--- src/rtl/uart_cts_tx_pkg.sv ---
package uart_cts_tx_pkg;

    localparam int FRAME_MAX = 12;
    localparam int LEN_W     = 4;

    typedef struct packed {
        logic parity_odd;
        logic parity_en;
        logic eight_bits;
        logic two_stop;
        logic flow_en;
    } tx_cfg_t;

    typedef struct packed {
        logic [FRAME_MAX-1:0] bits;
        logic [LEN_W-1:0]     len;
    } frame_t;

    typedef enum logic {
        ST_IDLE = 1'b0,
        ST_SEND = 1'b1
    } tx_state_e;

    function automatic logic parity_of(input logic [7:0] d, input tx_cfg_t c);
        logic ones_odd;
        ones_odd = c.eight_bits ? ^d : ^d[6:0];
        return c.parity_odd ? ~ones_odd : ones_odd;
    endfunction

    function automatic frame_t build_frame(input logic [7:0] d, input tx_cfg_t c);
        frame_t f;
        int     pos;
        f.bits    = '1;
        f.bits[0] = 1'b0;
        pos       = 1;
        for (int i = 0; i < 8; i++) begin
            if (i < 7 || c.eight_bits) begin
                f.bits[pos] = d[i];
                pos++;
            end
        end
        if (c.parity_en) begin
            f.bits[pos] = parity_of(d, c);
            pos++;
        end
        f.len = LEN_W'(pos + 1 + (c.two_stop ? 1 : 0));
        return f;
    endfunction

endpackage

--- src/rtl/uart_tx_fifo.sv ---
module uart_tx_fifo #(
    parameter int DEPTH = 16,
    parameter int W     = 8
) (
    input  logic         clk,
    input  logic         rst,
    input  logic         wr_en,
    input  logic [W-1:0] wr_data,
    input  logic         rd_en,
    output logic [W-1:0] rd_data,
    output logic         empty,
    output logic         full
);
    localparam int AW = (DEPTH > 1) ? $clog2(DEPTH) : 1;
    localparam int CW = $clog2(DEPTH + 1);

    logic [W-1:0]  mem [DEPTH];
    logic [AW-1:0] rd_ptr, wr_ptr;
    logic [CW-1:0] count;
    logic          do_wr, do_rd;

    assign empty   = (count == '0);
    assign full    = (count == CW'(DEPTH));
    assign rd_data = mem[rd_ptr];
    assign do_wr   = wr_en && !full;
    assign do_rd   = rd_en && !empty;

    function automatic logic [AW-1:0] bump(input logic [AW-1:0] p);
        return (p == AW'(DEPTH - 1)) ? '0 : p + 1'b1;
    endfunction

    always_ff @(posedge clk) begin
        if (do_wr) mem[wr_ptr] <= wr_data;
    end

    always_ff @(posedge clk) begin
        if (rst) begin
            rd_ptr <= '0;
            wr_ptr <= '0;
            count  <= '0;
        end else begin
            if (do_wr) wr_ptr <= bump(wr_ptr);
            if (do_rd) rd_ptr <= bump(rd_ptr);
            case ({do_wr, do_rd})
                2'b10:   count <= count + 1'b1;
                2'b01:   count <= count - 1'b1;
                default: count <= count;
            endcase
        end
    end

    assert_count_bound_R10: assert property (@(posedge clk) disable iff (rst)
        count <= CW'(DEPTH));

    assert_full_hold_R10: assert property (@(posedge clk) disable iff (rst)
        (full && wr_en && !rd_en) |=> full);

endmodule

--- src/rtl/uart_cts_sync.sv ---
module uart_cts_sync #(
    parameter int STAGES = 2
) (
    input  logic clk,
    input  logic rst,
    input  logic async_in,
    output logic sync_out
);
    logic [STAGES-1:0] chain;

    generate
        if (STAGES == 1) begin : g_one
            always_ff @(posedge clk) begin
                if (rst) chain <= '1;
                else     chain <= async_in;
            end
        end else begin : g_many
            always_ff @(posedge clk) begin
                if (rst) chain <= '1;
                else     chain <= {chain[STAGES-2:0], async_in};
            end
        end
    endgenerate

    assign sync_out = chain[STAGES-1];

endmodule

--- src/rtl/uart_tx_engine.sv ---
module uart_tx_engine
    import uart_cts_tx_pkg::*;
(
    input  logic       clk,
    input  logic       rst,
    input  logic       bit_tick,
    input  tx_cfg_t    cfg,
    input  logic       q_empty,
    input  logic [7:0] q_data,
    input  logic       clear_to_send,
    output logic       pop,
    output logic       tx,
    output logic       busy
);
    tx_state_e            state;
    logic [FRAME_MAX-1:0] shreg;
    logic [LEN_W-1:0]     remain;
    frame_t               next_frame;
    logic                 at_boundary;

    assign busy        = (state == ST_SEND);
    assign at_boundary = (state == ST_IDLE) || (remain == '0);
    assign pop         = bit_tick && at_boundary && !q_empty && clear_to_send;

    always_comb next_frame = build_frame(q_data, cfg);

    always_ff @(posedge clk) begin
        if (rst) begin
            state  <= ST_IDLE;
            tx     <= 1'b1;
            shreg  <= '1;
            remain <= '0;
        end else if (bit_tick) begin
            if (!at_boundary) begin
                tx     <= shreg[0];
                shreg  <= {1'b1, shreg[FRAME_MAX-1:1]};
                remain <= remain - 1'b1;
            end else if (pop) begin
                tx     <= next_frame.bits[0];
                shreg  <= {1'b1, next_frame.bits[FRAME_MAX-1:1]};
                remain <= next_frame.len - 1'b1;
                state  <= ST_SEND;
            end else begin
                tx     <= 1'b1;
                state  <= ST_IDLE;
            end
        end
    end

    assert_idle_high_R2: assert property (@(posedge clk) disable iff (rst)
        !busy |-> tx);

    assert_bit_hold_R2: assert property (@(posedge clk) disable iff (rst)
        !bit_tick |=> $stable(tx));

    assert_busy_hold_R11: assert property (@(posedge clk) disable iff (rst)
        !bit_tick |=> $stable(busy));

endmodule

--- src/rtl/uart_cts_tx.sv ---
module uart_cts_tx
    import uart_cts_tx_pkg::*;
#(
    parameter int DEPTH       = 16,
    parameter int SYNC_STAGES = 2
) (
    input  logic       clk,
    input  logic       rst,
    input  logic       wr_en,
    input  logic [7:0] wr_data,
    input  logic       bit_tick,
    input  logic [4:0] cfg_word,
    input  logic       cts_n,
    output logic       tx_line,
    output logic       fifo_empty,
    output logic       busy
);
    tx_cfg_t    cfg;
    logic       cts_n_sync;
    logic       clear_to_send;
    logic       pop;
    logic       q_full;
    logic [7:0] q_data;

    assign cfg           = tx_cfg_t'(cfg_word);
    assign clear_to_send = !cfg.flow_en || !cts_n_sync;

    uart_tx_fifo #(.DEPTH(DEPTH), .W(8)) u_fifo (
        .clk     (clk),
        .rst     (rst),
        .wr_en   (wr_en),
        .wr_data (wr_data),
        .rd_en   (pop),
        .rd_data (q_data),
        .empty   (fifo_empty),
        .full    (q_full)
    );

    uart_cts_sync #(.STAGES(SYNC_STAGES)) u_sync (
        .clk      (clk),
        .rst      (rst),
        .async_in (cts_n),
        .sync_out (cts_n_sync)
    );

    uart_tx_engine u_engine (
        .clk           (clk),
        .rst           (rst),
        .bit_tick      (bit_tick),
        .cfg           (cfg),
        .q_empty       (fifo_empty),
        .q_data        (q_data),
        .clear_to_send (clear_to_send),
        .pop           (pop),
        .tx            (tx_line),
        .busy          (busy)
    );

    assert_pop_nonempty_R10: assert property (@(posedge clk) disable iff (rst)
        pop |-> !fifo_empty);

    assert_pop_starts_R2: assert property (@(posedge clk) disable iff (rst)
        pop |=> (busy && !tx_line));

    assert_full_drop_R10: assert property (@(posedge clk) disable iff (rst)
        (q_full && !pop) |=> !fifo_empty);

endmodule

--- config.mk ---
export PLATFORM = sky130hd
export DESIGN_NAME = uart_cts_tx
export DESIGN_NICKNAME = d
export VERILOG_FILES = /design/src/rtl/uart_cts_tx_pkg.sv /design/src/rtl/uart_tx_fifo.sv /design/src/rtl/uart_cts_sync.sv /design/src/rtl/uart_tx_engine.sv /design/src/rtl/uart_cts_tx.sv
export SDC_FILE = /design/constraint.sdc
export NUM_CORES = 1
export LEC_CHECK = 0
export ABC_AREA = 1
export BUFFER_PORTS_ARGS = -buffer_cell sky130_fd_sc_hd__buf_2
export CORE_UTILIZATION = 55
export CTS_BUF_LIST = sky130_fd_sc_hd__clkbuf_4 sky130_fd_sc_hd__clkbuf_8
export DETAILED_ROUTE_END_ITERATION = 7
export GPL_TIMING_DRIVEN = 0
export PLACE_DENSITY_LB_ADDON = 0.2
export SLEW_MARGIN = 30
export SYNTH_ARGS = -nofsm -noshare
export SYNTH_HDL_FRONTEND = slang
export SYNTH_HIERARCHICAL = 1
export SYNTH_SLANG_ARGS = --single-unit
--- constraint.sdc ---
create_clock -name clk -period 2.85 [get_ports clk]
set_input_delay 0.57 -clock clk [delete_from_list [all_inputs] [get_ports clk]]
set_output_delay 0.57 -clock clk [all_outputs]
set_load 0.01 [all_outputs]
Yosys cells after proc, flatten, opt, wreduce, memory -nomap -nowiden

Memories as Yosys holds them, arrays and structs flattened. A register that Yosys moved wholly into a read port is not among the register bits.
Index checks and enable logic that the tools add are counted.

Multipliers: 0
Add/subtract/negate cells: 9
Div/mod/pow operators: 0
Order comparisons: 2
Reductions and logical operators: 19
Multiplexer cells: 24
Shift operators: 0
Bitwise gates (word level): 2
Equal/unequal tests: 6

Operators by type and width:

| cell                  | count |
|---|---|
| $mux W12              | 3 |
| $ge A32 B1 Y1 const B | 1 |
| $lt A32 B6 Y1 const B | 1 |
| $mux W4               | 7 |
| $add A4 B1 Y4 const B | 3 |
| $bwmux W12            | 1 |
| $mux W1               | 10 |
| $pmux W5 S2           | 1 |
| $mux W9               | 1 |
| $eq A4 B4 Y1 const B  | 2 |
| $reduce_xor A8 Y1     | 1 |
| $sub A4 B1 Y4 const B | 2 |
| $reduce_xor A7 Y1     | 1 |
| $logic_and A1 B1 Y1   | 6 |
| $add A5 B1 Y5 const B | 1 |
| $eq A5 B5 Y1 const B  | 1 |
| $logic_not A5 Y1      | 1 |
| $sub A5 B1 Y5 const B | 1 |
| $add A4 B2 Y4         | 1 |
| $add A4 B2 Y4 const B | 1 |
| $demux W1 S4          | 1 |
| $logic_not A1 Y1      | 4 |
| $logic_not A4 Y1      | 1 |
| $reduce_and A2 Y1     | 2 |
| 6 further kinds       | 8 |

Bits in registers: 33
Memory bits (writable): 128
Bits in latches: 0
Memories: 1
Input port bits: 18
Bits in read-only memories: 0

Memories:

| memory     | depth | width | read ports | clocked after memory_dff | wr ports | line               | source |
|---|---|---|---|---|---|---|---|
| u_fifo.mem | 16    | 8     | 1          | 1                        | 1        | uart_tx_fifo.sv:17 | `logic [W-1:0] mem [DEPTH];` |

Depth between registers and ports, before layout

Gate-level depths: netlist of the first run.

Depth after elaboration: 9
Mapped depth: 21

Cells and area by module

Netlist of the first run, hierarchy kept.

Modules (own cells, without submodules):

| module         | times used | cells each | area each (um2) |
|---|---|---|---|
| uart_tx_fifo   | 1          | 551        | 6213.5 |
| uart_tx_engine | 1          | 135        | 953.4 |
| uart_cts_sync  | 1          | 7          | 58.8 |
| uart_cts_tx    | 1          | 1          | 3.8 |

Least setup slack after synthesis of the first run

No wires, ideal clock.

Path kind: input port to flip-flop
Start point: input cfg_word[0]
End point: register u_fifo.count[2]
Library setup time: 0.115 ns
Data arrival time: 2.334 ns
Buffers on the path: 0
Stages: 17
Required time: 2.735 ns
Path slack: 0.401 ns
Cell sequence: nand2_1 > inv_1 > nor2_1 > nand3_1 > inv_1 > nand2_1 > inv_1 > ha_1 > inv_1 > nand2_1 > nand2_1 > ha_1 > inv_1 > nand2_1 > xor2_1 > o21ai_0 > inv_1

Longest elaborated chain between the ends: 6
Elaborated cells on any way between the ends: 8

Ends and longest elaborated chain:

| element                                                  | line                 | source |
|---|---|---|
| start, declared                                          | uart_cts_tx.sv:12    | `input logic [4:0] cfg_word,` |
| $logic_not A1 Y1 *                                       | uart_cts_tx.sv:26    | `assign clear_to_send = !cfg.flow_en \|\| !cts_n_sync;` |
| $logic_or A1 B1 Y1 *                                     | uart_cts_tx.sv:26    |  |
| $logic_and A1 B1 Y1 *                                    | uart_tx_engine.sv:23 | `assign pop = bit_tick && at_boundary && !q_empty && clear_to_send;` |
| named net pop                                            | uart_cts_tx.sv:21    | `logic pop;` |
| $logic_and A1 B1 Y1 *                                    | uart_tx_fifo.sv:26   | `assign do_rd = rd_en && !empty;` |
| $eq A2 B1 Y1 / $eq A2 B2 Y1 (equally long branches)      | uart_tx_fifo.sv:44   | `case ({do_wr, do_rd})` |
| $pmux W5 S2 / $reduce_bool A2 Y1 (equally long branches) | -                    |  |
| end signal, assigned                                     | uart_tx_fifo.sv:45   | `2'b10: count <= count + 1'b1;` |
| end signal, assigned                                     | uart_tx_fifo.sv:46   | `2'b01: count <= count - 1'b1;` |
| end signal, assigned                                     | uart_tx_fifo.sv:47   | `default: count <= count;` |
| end, declared                                            | uart_tx_fifo.sv:19   | `logic [CW-1:0] count;` |

Mark *: on every way through the listed nets, which the timed path passes. The rest lies on a longest branch.
A chain may end at the register's enable or synchronous reset.

Worst setup path in the final report of the first run

Start point: register u_fifo.count[0]
End point: register u_fifo.count[2]

Longest elaborated chain between the ends: 7
Elaborated cells on any way between the ends: 14

Ends and longest elaborated chain:

| element                                                  | line                 | source |
|---|---|---|
| $logic_not A5 Y1 *                                       | uart_tx_fifo.sv:22   | `assign empty = (count == '0);` |
| $logic_not A1 Y1 *                                       | uart_tx_engine.sv:23 |  |
| $logic_and A1 B1 Y1 * (2 in a row)                       | uart_tx_engine.sv:23 |  |
| named net pop                                            | uart_cts_tx.sv:21    |  |
| $logic_and A1 B1 Y1 *                                    | uart_tx_fifo.sv:26   |  |
| $eq A2 B1 Y1 / $eq A2 B2 Y1 (equally long branches)      | uart_tx_fifo.sv:44   |  |
| $pmux W5 S2 / $reduce_bool A2 Y1 (equally long branches) | -                    |  |

Marks and branches as above.

==> out/metrics.cfg, run 1 <==
[outcome]
status=completed

[clock_tree]
clk_path_buf_depth=2
cts_root_buffer=clkbuf_8
h-tree-depth=4
clock-sinks=162
clk_pin_slew_ns=0.08
cts_made_buffers=17
cts_tree=done
hold_buffers=0
clk_latency_ns=0.46

[timing]
finalSetupViolCount=0
hold_viol=0
worst_pin_slew_ns=0.8054
setup_tns_ns=0
fmax_ghz=0.3839
maxSlewViolCount=0
whs_ns=0.2933
rsz0062_at_grt=no
fin_crit_sh=0.9140
fin_skew_ns=0.01043
relSlewSlack=0.4611
layout_min_cycle_time_ns=2.605

[critical_path]
path_max_fanout=5
path_common_cell=inv_1
crit_type=flop to flop
max_stage_delay_ns=0.41
worstPathArrival_ns=2.95
path_cells=inv_1 > nand4_1 > inv_1 > nor2_4 > nand3_1 > inv_2 > nand2_2 > inv_2 > ha_4 > inv_1 > nand2_1 > nand2_1 > ha_1 > inv_1 > nand2_1 > xor2_1 > o21ai_0 > inv_1
slowest_stage=dfxtp_1
endpoint_kind=flop
cp.required_ns=3.19
cp-start-kind=flop

[power]
power_density_nw_per_um2=860.9
vdd_ir_drop_max_mv=0.4696
total_power_w=0.006934
p_leak_nw=3.205

[worst_hold_path]
hp-class=input port to flop

[place]
dpl_cell_area_um2=7541
portBuffers=20
gp_congestion=0.8744
dp_hpwl_um=11910

[global_route]
grt_pass1_wl_um=25660
grt_overflow_total=0
grt_max_degree=17
grtUsageTotal=0.2663
grt_pass1_vias=4606
antenna_found_initial=0

[floorplan]
dieArea_um2=13600
row_count=41
die_h_um=116.6
die_w_um=116.6
pin_count=21
initial_core_util=0.5680
core-area_um2=12720

[final_layout]
layout-drive-gt1-share=0.1354
fin_area_um2=8054
finish.net_count=764
fillers=1045
regArea_um2=4524
area_growth_pct=11.46
antenna_cells=0
multiInputGateArea_um2=2113

[synthesis]
syn_area_um2=7226
synthesis.nets=724
syn_inst=693
ys_warn_count=6
synth.avg_cell_area_um2=10.43

[routing]
wl_um=17070
drc=0
ant_nets=0
wl_per_cell_um=18.60
drt-initial-drc-count=458
vias_per_cell=5.502
dr.pass1.iters=5
dr_total_vias=5051

[job]
drv_cap=0

## metal layers
layer  share of wire  track usage
met1            0.45       0.3825
met2            0.47       0.4004
met3           0.072      0.05656
met4           0.016      0.09873
met5               0            0
## power by group
part	total [W]	internal (W)	switching, W	leakage [nW]
Sequential	0.00282	0.00273	0.0000903	1.44
Clock	0.00197	0.00117	0.000803	0.244
Combinational	0.00214	0.000691	0.00145	1.53
Total	0.00693	0.00459	0.00234	3.20
## state kept, by name, summed over array words and instances (netlist names), named ones only
name,count
u_fifo/count,5
u_fifo/mem,128
u_fifo/rd_ptr,4
u_engine/shreg,9
u_engine/remain,4
u_sync/chain,2
u_engine/tx,1
u_fifo/wr_ptr,4
u_engine/busy,1
## metrics by stage
stage / setup WS (ns) / utilization / cells
floorplan: 0.4008 / - / 693
global placement: 0.01275 / 0.5927 / 885
detailed placement: -0.1899 / 0.5927 / 885
CTS: 0.06943 / 0.6311 / 917
global route: 0.02591 / 0.6331 / 918
finish: 0.2450 / 0.6331 / 918
## repair_timing
| item | 4_1_cts | 5_1_grt |
|---|---|---|
| resized for setup | 3 | 4 |
| buffers inserted | 0 | 1 |
| hold endpoints to repair | 0 | 0 |
| setup endpoints to repair | 2 | 2 |
## final timing paths
kind / cells after the start / from / end / slack, ns
setup / recovery: 18 / u_fifo/count[0] / u_fifo/count[2] / 0.25
hold / removal: 3 / cts_n / u_sync/chain[0] / 0.29
setup reg to reg: 18 / u_fifo/count[0] / u_fifo/count[2] / 0.25
hold reg to reg: 2 / u_sync/chain[0] / u_sync/chain[1] / 0.42
## critical path, delay by kind of cell, from the launching register on
kind / cells / cell delay [ns]
AO/OA/AOI/OAI: 1 / 0.17
flip-flops: 1 / 0.41
AND/OR/NAND/NOR: 7 / 0.76
adder cells (fa/ha/maj): 2 / 0.35
buffers and inverters: 7 / 0.64
XOR/XNOR: 1 / 0.17
## cell type report
class                      instances  share of cell area
timing repair buffer              21             0.01336
sequential                       162              0.5618
clock buffer                      24             0.03868
inverter                         117             0.05515
buffer                            28             0.02066
multi-input combinational        386              0.2624
clock inverter                     8             0.02128
tap                              172             0.02672
## cell usage in the layout (no fill, tap or decap), types with 4 or more instances in the layout
cell type,n
edfxtp_1,128
bufinv_16,5
o211ai_2,10
nand3_1,67
buf_2,36
o21ai_0,43
buf_6,5
clkbuf_8,21
clkbuf_1,5
a21oi_1,46
nor2_1,32
nand2_1,115
xor2_1,5
inv_1,111
o211ai_1,35
dfxtp_1,34
inv_2,4
ha_1,11
No activity file was read; power rests on OpenSTA's default activity.
==> run 2: changes to the inputs <==
Settings changed: CORE_UTILIZATION 55 to 46, SYNTH_HIERARCHICAL 1 to not set.
==> out/metrics.cfg, run 2 <==
[critical_path]
worstPathArrival_ns=3.17  ; +0.22 ns
crit_type=flop to flop
path_common_cell=inv_1
endpoint_kind=flop
cp.required_ns=3.26  ; +0.07 ns
cp-start-kind=flop
path_max_fanout=5  ; unchanged
slowest_stage=dfxtp_1
max_stage_delay_ns=0.32  ; -0.09 ns
path_cells=inv_1 > ha_1 > nand2_1 > o21ai_4 > inv_1 > nor2_1 > inv_1 > nor2_4 > ha_4 > xor2_2 > ha_1 > inv_1 > nand2_1 > nand2_1 > o21ai_2 > o21ai_0 > a21oi_1 > o21ai_0 > a21oi_1

[timing]
whs_ns=0.2809  ; -0.01238 ns
fin_crit_sh=0.9689  ; +0.05488
maxSlewViolCount=0  ; unchanged
fmax_ghz=0.3621  ; -5.7%
worst_pin_slew_ns=0.9588  ; +0.1534 ns
rsz0062_at_grt=yes
hold_viol=0  ; unchanged
finalSetupViolCount=0  ; unchanged
relSlewSlack=0.3584  ; -0.1027
layout_min_cycle_time_ns=2.761  ; +0.1564 ns
fin_skew_ns=0.01323  ; +0.002800 ns

[floorplan]
core-area_um2=15150  ; +19%
row_count=45  ; +9.8%
pin_count=21  ; unchanged
die_w_um=126.5  ; +8.5%
initial_core_util=0.4710  ; -0.09691
dieArea_um2=16010  ; +18%
die_h_um=126.5  ; +8.5%

[routing]
wl_per_cell_um=18.52  ; -0.43%
ant_nets=0  ; unchanged
drc=0  ; unchanged
drt-initial-drc-count=499  ; +9.0%
vias_per_cell=5.362  ; -2.5%
dr.pass1.iters=5  ; unchanged
wl_um=17940  ; +5.1%
dr_total_vias=5196  ; +2.9%

[final_layout]
largest_register_ffs=128  ; unchanged
final_common_cell=nand2_1
largest_registers=u_fifo.mem: 128 flops, u_engine.shreg: 9 flops, u_fifo.count: 5 flops
top_register=u_fifo.mem
layout-drive-gt1-share=0.1216  ; -0.01375
fin_cells=969  ; +5.6%
finish.net_count=799  ; +4.6%
fin_area_um2=7895  ; -2.0%
final_cell_mix=209 x nand2_1, 128 x edfxtp_1, 78 x nor2_1, 71 x nand3_1, 69 x inv_1
antenna_cells=0  ; unchanged
area_growth_pct=10.66
fillers=1303  ; +25%

[synthesis]
yosysMostFrequentCell=nand2_1
synth_top_family_by_area=simple AND/OR/NAND/NOR gates
ys_warn_count=0  ; -6
synth_edf_count=128
synth_compound_area_frac=0.06191
synth-simple-area-share=0.2089
synth_top_area_frac=0.5388
yosys-top-cells-count=209 x nand2_1, 128 x edfxtp_1, 79 x nor2_1
synth_xor_area_frac=0.008593
synth_top_cell_by_area=edfxtp_1
async_flop_share=0
muxShareOfSynthArea=0
synth_seq_area_share=0.6342
synthAdderAreaFrac=0.02385
syn_area_um2=7134  ; -1.3%
syn_inst=725  ; +4.6%
yosysUniqueCellTypes=33
synth-seq-cells=162
synth_area_leaders=edfxtp_1 54%, nand2_1 11%, dfxtp_1 9.5%
synthesis.nets=756  ; +4.4%
ys.flop_type=edfxtp_1
synth.avg_cell_area_um2=9.840  ; -5.6%

[global_route]
busiest_layer=met2
gr-usage-met2=0.3731  ; -0.02730
grt_pass1_vias=4989  ; +8.3%
grt_max_degree=17  ; unchanged
antenna_found_initial=0  ; unchanged
grt_pass1_wl_um=27770  ; +8.2%
met1_usage=0.3203  ; -0.06212
grt_overflow_total=0  ; unchanged
grtUsageTotal=0.2399  ; -0.02645
gr-usage-met3=0.05188  ; -0.004688

[power]
p_leak_nw=3.240  ; +1.1%
total_power_w=0.005974  ; -14%
p_switching_w=0.002123  ; -9.3%
cellInternalPower_w=0.003850  ; -16%
pwr-share-seq=0.464  ; +0.057
vdd_ir_drop_max_mv=0.4167  ; -11%
switching_share=0.3554  ; +0.01796
power_density_nw_per_um2=756.7  ; -12%
p_comb_frac=0.278  ; -0.030
power.share.clock=0.259  ; -0.025

[clock_tree]
h-tree-depth=4  ; unchanged
cts_tree=done
clk_path_buf_depth=2  ; unchanged
clk_pin_slew_ns=0.09  ; about the same
clock-sinks=162  ; unchanged
clk_latency_ns=0.47  ; about the same
cts_root_buffer=clkbuf_8
cts_made_buffers=17  ; unchanged

[place]
portBuffers=20  ; unchanged
gp_congestion=0.8429  ; -3.6%
dpl_cell_area_um2=7470  ; -0.95%
dp_hpwl_um=11860  ; -0.44%
dp_cells=933  ; +5.4%

[job]
drv_cap=0  ; unchanged

[worst_hold_path]
hp-class=input port to flop

[outcome]
status=completed

==> run 2: cell count changes in the layout (fill, tap and decap cells not counted), sizes merged, moves of 4 or more <==
cell / before / now
bufinv: 5 / 0
nor2: 33 / 80
inv: 118 / 78
clkinv: 1 / 5
nand2: 119 / 209
nand3: 68 / 72
a21oi: 46 / 11
o211ai: 45 / 12
o21ai: 46 / 41
==> run 2: per-stage QoR <==
step | setup TNS, ns | util | setup WS [ns]
6_report | 0 | 0.5213 | 0.08864
5_1_grt | -0.1298 | 0.5213 | -0.1256
4_1_cts | 0 | 0.5190 | 0.03434
3_5_place_dp | -0.6891 | 0.4932 | -0.4933
3_3_place_gp | -0.3653 | 0.4932 | -0.3649
2_1_floorplan | 0 | - | 0.05044
==> run 2: worst paths after layout <==
kind	endpoint	cells after the start	slack, ns	startpoint
worst max-delay path	u_fifo.count[4]	19	0.09	u_engine.remain[0]
worst min-delay path	u_sync.chain[0]	2	0.28	cts_n
worst max register to register	u_fifo.count[4]	19	0.09	u_engine.remain[0]
worst min register to register	u_sync.chain[1]	1	0.42	u_sync.chain[0]
==> run 2: cells by family (layout without fill, tap and decap cells) <==
family | count (synthesis) | in the layout
buffers and inverters | 103 | 159
AND/OR/NAND/NOR | 367 | 367
XOR/XNOR | 7 | 7
AO/OA/AOI/OAI | 73 | 73
adder cells (fa/ha/maj) | 13 | 13
flip-flops | 162 | 162
==> run 2: power groups by stage <==
stage,Clock [W],Combinational (W),Sequential (W)
after floorplan,0,0.00109,0.00279
after global placement,0,0.00156,0.00281
after detailed placement,0,0.00159,0.00281
after CTS,0.00157,0.00162,0.00277
after global routing,0.00167,0.00184,0.00279
final,0.00155,0.00166,0.00277
==> run 2: critical path: cells and delay by family (launching register included) <==
| family | cells | cell delay, ns |
|---|---|---|
| adder cells (fa/ha/maj) | 3 | 0.52 |
| flip-flops | 1 | 0.32 |
| AO/OA/AOI/OAI | 6 | 0.87 |
| XOR/XNOR | 1 | 0.18 |
| buffers and inverters | 4 | 0.30 |
| AND/OR/NAND/NOR | 5 | 0.51 |
==> run 2: final cells by class <==
cell class / count / area, µm² / area share
buffer: 30 / 172.7 / 0.02187
clock buffer: 19 / 255.2 / 0.03233
clock inverter: 13 / 101.3 / 0.01284
inverter: 73 / 274.0 / 0.03471
multi-input combinational: 460 / 2202 / 0.2789
sequential: 162 / 4524 / 0.5731
tap: 188 / 235.2 / 0.02979
timing repair buffer: 24 / 130.1 / 0.01648
==> run 2: what timing repair did <==
action,in CTS,in global routing
setup endpoints to repair,3,2
gates resized for setup,5,4
setup buffers,1,3
pin swaps,1,1
hold endpoints to repair,0,0
hold buffers,0,0
==> run 2: layer usage <==
metal	vias to the layer above	wire [µm]
met3	43	1380
li1	2492	-
met1	2446	7708
met5	-	0
met4	0	536
met2	215	8319
